--- src/rtl/wp_cmd_guard.sv ---
module wp_cmd_guard #(
  parameter int ADDR_W     = 17,
  parameter int DATA_W     = 8,
  parameter int MATCH_W    = 15,
  parameter int PAGE_BYTES = 256,
  parameter logic [MATCH_W-1:0] ADDR_A = 15'h5555,
  parameter logic [MATCH_W-1:0] ADDR_B = 15'h2AAA,
  parameter logic [DATA_W-1:0]  KEY1   = 8'hAA,
  parameter logic [DATA_W-1:0]  KEY2   = 8'h55,
  parameter logic [DATA_W-1:0]  OP_LOCK = 8'hA0,
  parameter logic [DATA_W-1:0]  OP_PRE  = 8'h80,
  parameter logic [DATA_W-1:0]  OP_FREE = 8'h20
) (
  input  logic              clk,
  input  logic              rst_n,
  input  logic              wr_stb,
  input  logic [ADDR_W-1:0] wr_addr,
  input  logic [DATA_W-1:0] wr_data,
  input  logic              prog_done,
  output logic              prot_on,
  output logic              wr_allow,
  output logic              cmd_hit,
  output logic              seq_err
);
  localparam int CNT_W = $clog2(PAGE_BYTES + 1);
  localparam logic [CNT_W-1:0] CNT_MAX = CNT_W'(PAGE_BYTES);

  localparam logic [2:0] ST_IDLE = 3'd0;
  localparam logic [2:0] ST_K1   = 3'd1;
  localparam logic [2:0] ST_K2   = 3'd2;
  localparam logic [2:0] ST_LOAD = 3'd3;
  localparam logic [2:0] ST_E1   = 3'd4;
  localparam logic [2:0] ST_E2   = 3'd5;
  localparam logic [2:0] ST_E3   = 3'd6;

  logic [2:0]       st, nxt;
  logic [CNT_W-1:0] cnt;
  logic             prot_q = 1'b0;
  logic             step_ok, in_seq, room, set_prot, clr_prot;

  wire unused_hi = ^wr_addr[ADDR_W-1:MATCH_W];
  wire at_a = wr_addr[MATCH_W-1:0] == ADDR_A;
  wire at_b = wr_addr[MATCH_W-1:0] == ADDR_B;

  always_comb begin
    step_ok = 1'b0;
    nxt     = st;
    case (st)
      ST_IDLE: if (at_a && wr_data == KEY1) begin step_ok = 1'b1; nxt = ST_K1; end
      ST_K1:   if (at_b && wr_data == KEY2) begin step_ok = 1'b1; nxt = ST_K2; end
      ST_K2: begin
        if (at_a && wr_data == OP_LOCK)     begin step_ok = 1'b1; nxt = ST_LOAD; end
        else if (at_a && wr_data == OP_PRE) begin step_ok = 1'b1; nxt = ST_E1; end
      end
      ST_E1:   if (at_a && wr_data == KEY1)    begin step_ok = 1'b1; nxt = ST_E2; end
      ST_E2:   if (at_b && wr_data == KEY2)    begin step_ok = 1'b1; nxt = ST_E3; end
      ST_E3:   if (at_a && wr_data == OP_FREE) begin step_ok = 1'b1; nxt = ST_IDLE; end
      default: ;
    endcase
    if (!step_ok && st != ST_LOAD) nxt = ST_IDLE;
  end

  assign in_seq   = st != ST_IDLE && st != ST_LOAD;
  assign room     = cnt < CNT_MAX;
  assign cmd_hit  = wr_stb && step_ok;
  assign seq_err  = wr_stb && !step_ok && in_seq;
  assign wr_allow = wr_stb && !step_ok && ((st == ST_LOAD) ? room : !prot_q);
  assign set_prot = cmd_hit && st == ST_K2 && wr_data == OP_LOCK;
  assign clr_prot = cmd_hit && st == ST_E3;
  assign prot_on  = prot_q;

  always_ff @(posedge clk or negedge rst_n) begin
    if (!rst_n)                          st <= ST_IDLE;
    else if (st == ST_LOAD && prog_done) st <= ST_IDLE;
    else if (wr_stb)                     st <= nxt;
  end

  always_ff @(posedge clk or negedge rst_n) begin
    if (!rst_n)              cnt <= '0;
    else if (st != ST_LOAD)  cnt <= '0;
    else if (wr_allow)       cnt <= cnt + 1'b1;
  end

  always_ff @(posedge clk) begin
    if (set_prot)      prot_q <= 1'b1;
    else if (clr_prot) prot_q <= 1'b0;
  end
endmodule

--- config.mk ---
export PLATFORM = sky130hd
export DESIGN_NAME = wp_cmd_guard
export DESIGN_NICKNAME = d
export VERILOG_FILES = /design/src/rtl/wp_cmd_guard.sv
export SDC_FILE = /design/constraint.sdc
export NUM_CORES = 1
export LEC_CHECK = 0
export CAP_MARGIN = 20
export CORE_UTILIZATION = 48
export CTS_CLUSTER_DIAMETER = 50
export DETAILED_ROUTE_END_ITERATION = 8
export HOLD_SLACK_MARGIN = 0.02
export PLACE_DENSITY = 0.88
export SLEW_MARGIN = 5
export SYNTH_ARGS = -nofsm -noshare
export SYNTH_HDL_FRONTEND = slang
export SYNTH_SLANG_ARGS = --single-unit
--- constraint.sdc ---
create_clock -name clk -period 3.3 [get_ports clk]
set_input_delay 0.495 -clock clk [delete_from_list [all_inputs] [get_ports clk]]
set_output_delay 0.495 -clock clk [all_outputs]
set_load 0.005 [all_outputs]
==> results.yml <==
yosys:
  synth_cell_type_count: 45
  synthSimpleGateAreaFrac_pct: 41.1
  synth_most_common_cell: "dfrtp_1"
  synth_top_area_cell: "dfrtp_1"
  syn_inst: 112
  synthXorXnorAreaFrac_pct: 0.893
  synthArstFlopShare_pct: 92.3
  synth_flop_cell: "dfrtp_1"
  muxShareOfSynthArea_pct: 2.04
  synth_top_family_by_area: "simple AND/OR/NAND/NOR gates"
  synth_compound_gate_area_share_pct: 19.0
  synth_area_leaders: "dfrtp_1 (31%), a21oi_1 (5.1%), or3_1 (3.8%), nand4b_1 (3.6%), nor2_1 (3.4%)"
  netlist_area_sq_um: 981
  synth_nets: 142
  yosysWarnings: 0
  synth_top_area_share_pct: 30.6
  synth_seq_cells: 13
  avgSynthCellArea_sq_um: 8.76
  ys_seq_area_share_pct: 32.7
  synth-edff-count: 0
  yosys-top-cells-count: "dfrtp_1 (12), a21oi_1 (10), nor2_1 (9)"
  synthAdderAreaFrac_pct: 1.28
global_route:
  grt_pass1_vias: 976
  grt_overflow: 0
  grt_start_max_net_pins: 15
  grt_antenna_before_repair: 0
  grt_pass1_wl_um: 4120
  grt_use_total_pct: 26.1
finish:
  antenna_cells: 0
  area_growth_pct: 36.2
  fillCellCount: 151
  drive_gt1_share_pct: 8.28
  design_area_sq_mm: 0.00134
  nNetsFinal: 176
power_and_ir_drop:
  p_sw_share_pct: 23.5
  p_int_w: 0.000240
  p_switching_w: 0.0000737
  comb_power_share_pct: 17.1
  power_frac_clock_pct: 32.2
  ir_worst_vdd_mv: 0.211
  power_frac_seq_pct: 50.6
  pwr_density_cell_mw_per_mm2: 235
  p_leak_nw: 0.524
timing:
  fin_crit_sh_pct: 97.5
  max_slew.worst_pin.slew_ns: 0.564
  setup_violations: 0
  timing.slew.headroom_pct: 62.3
  hold_viol_final: 0
  rsz0062_at_grt: "false"
  finalCriticalPeriod_ns: 3.22
  finalMaxSlewViolations: 0
  finClkSkew_ns: 0.00811
  fmax_mhz: 311
  tns_ns: 0
cts:
  cts_max_path_buffers: 2
  cts_tree: "built"
  cts_resized: 0
  cts_buffers: 3
  clk_latency_ns: 0.28
  cts_sinks: 13
  post_cts_buffers: 0
  cts_htree_levels: 1
  clkSlewWorstSetupHoldPaths_ns: 0.08
  cts_hold_repair.buffers: 0
  root_buffer: "clkbuf_4"
setup_path:
  path_common_cell: "clkdlybuf4s50_1"
  cp_top_family: "simple AND/OR/NAND/NOR gates"
  cp_cell_sequence: "clkdlybuf4s50_1 > or4bb_1 > nor3_4 > nand3_2 > o21ai_0 > and2_1 > clkdlybuf4s50_1"
  arrival_ns: 2.72
  crit_type: "in -> out"
  worst_path_max_delay_cell: "or4bb_1"
  slowest_delay_ns: 0.53
  cp_num_buf_inv: 2
  critPathCaptureType: "output port"
  crit_fanout: 4
  cp-start-kind: "input pin"
  cp_data_required_time_ns: 2.80
route:
  drt_iter0_drc: 45
  vias: 1038
  drcViolationCount: 0
  drt_first_pass_iters: 4
  wl_per_cell_um: 14.9
  via_per_inst: 6.11
  ant_nets: 0
  wl_um: 2530
die:
  coreArea_sq_mm: 0.00182
  die_h_um: 47.2
  pin_count: 33
  rows: 15
  dieWidth_um: 47.2
  initial_utilization_pct: 53.9
  die_area_sq_mm: 0.00223
outcome:
  status: "complete, no violations"
place:
  gp_congestion: 0.903
  hpwlAfterDp_um: 1990
  port_buffers: 30
  place_area_sq_mm: 0.00131
worst_hold_path:
  hold_path.class: "reg -> reg"
run:
  maxCapViolCount: 0
cell type report:
type | instances | area (sq um) | area share (%)
Inverter | 2 | 7.51 | 0.562
Multi-Input combinational cell | 94 | 636 | 47.6
Tap cell | 25 | 31.3 | 2.34
Clock buffer | 4 | 26.3 | 1.97
Sequential cell | 13 | 320 | 24.0
Timing Repair Buffer | 32 | 315 | 23.6
layer usage:
layer	wire, um	part of all wire (%)	GRT usage (%)	up-vias
li1	-	-	-	498
met1	1170	46	36.2	508
met2	1230	49	41.7	30
met3	125	4.9	6.15	2
met4	8	0.32	5.14	0
met5	0	0	0	-
registers in the layout, summed over array words and instances, names as in the netlist:
register and cells:
st 3, cnt 9, prot_on 1
final timing paths:
kind | from | end | slack (ns) | cells past startpoint
max | wr_addr[8] | cmd_hit | 0.08 | 7
min reg2reg | cnt[8]$_DFFE_PN0P_ | cnt[8]$_DFFE_PN0P_ | 0.54 | 1
min in group asynchronous | rst_n | st[0]$_DFFE_PN0P_ | 0.57 | 1
min | cnt[8]$_DFFE_PN0P_ | cnt[8]$_DFFE_PN0P_ | 0.54 | 1
max in group asynchronous | rst_n | cnt[3]$_DFFE_PN0P_ | 2.36 | 1
max reg2reg | st[0]$_DFFE_PN0P_ | cnt[1]$_DFFE_PN0P_ | 0.91 | 7
per-stage QoR:
stage          worst slack, ns  hold WS, ns  std cells  util [%]  total power [W]
3_5_place_dp            0.0423        0.525        166      71.7         0.000216
4_1_cts                 0.0358        0.542        170      73.1         0.000314
6_report                0.0835        0.541        170      73.4         0.000314
3_3_place_gp            0.0707        0.502        166      71.7         0.000215
5_1_grt                 0.0314        0.564        170      73.4         0.000326
2_1_floorplan             1.11        0.199        112         -         0.000175
cells by family after synthesis:
logic type               count (synthesis)
AO/OA/AOI/OAI                           29
XOR/XNOR                                 1
adder cells (fa/ha/maj)                  1
buffers and inverters                    5
flip-flops                              13
multiplexers                             2
AND/OR/NAND/NOR                         61
power by group through the flow:
stage	combinational, W	sequential [W]	clock [W]
5_1_grt	0.0000582	0.000159	0.000108
3_3_place_gp	0.0000525	0.000162	0
3_5_place_dp	0.0000536	0.000162	0
2_1_floorplan	0.0000129	0.000162	0
4_1_cts	0.0000537	0.000159	0.000102
6_report	0.0000538	0.000159	0.000101
cell usage in the layout (no fill, tap or decap), types with 2 or more instances in the layout:
master	n
clkdlybuf4s50_1	30
or3_1	6
dfrtp_1	12
o21ai_0	2
nand4b_1	4
nor2b_1	3
and3_1	3
and2_1	3
mux2i_1	2
o21ai_1	6
and4_1	3
clkbuf_4	3
nor3_1	2
nand2b_1	4
nor4_1	2
nand3_1	4
inv_1	2
nor2_1	9
nand4_1	2
buf_4	2
o211ai_2	2
nand2_1	5
a21oi_1	10
No activity file was read; power rests on OpenSTA's default activity.
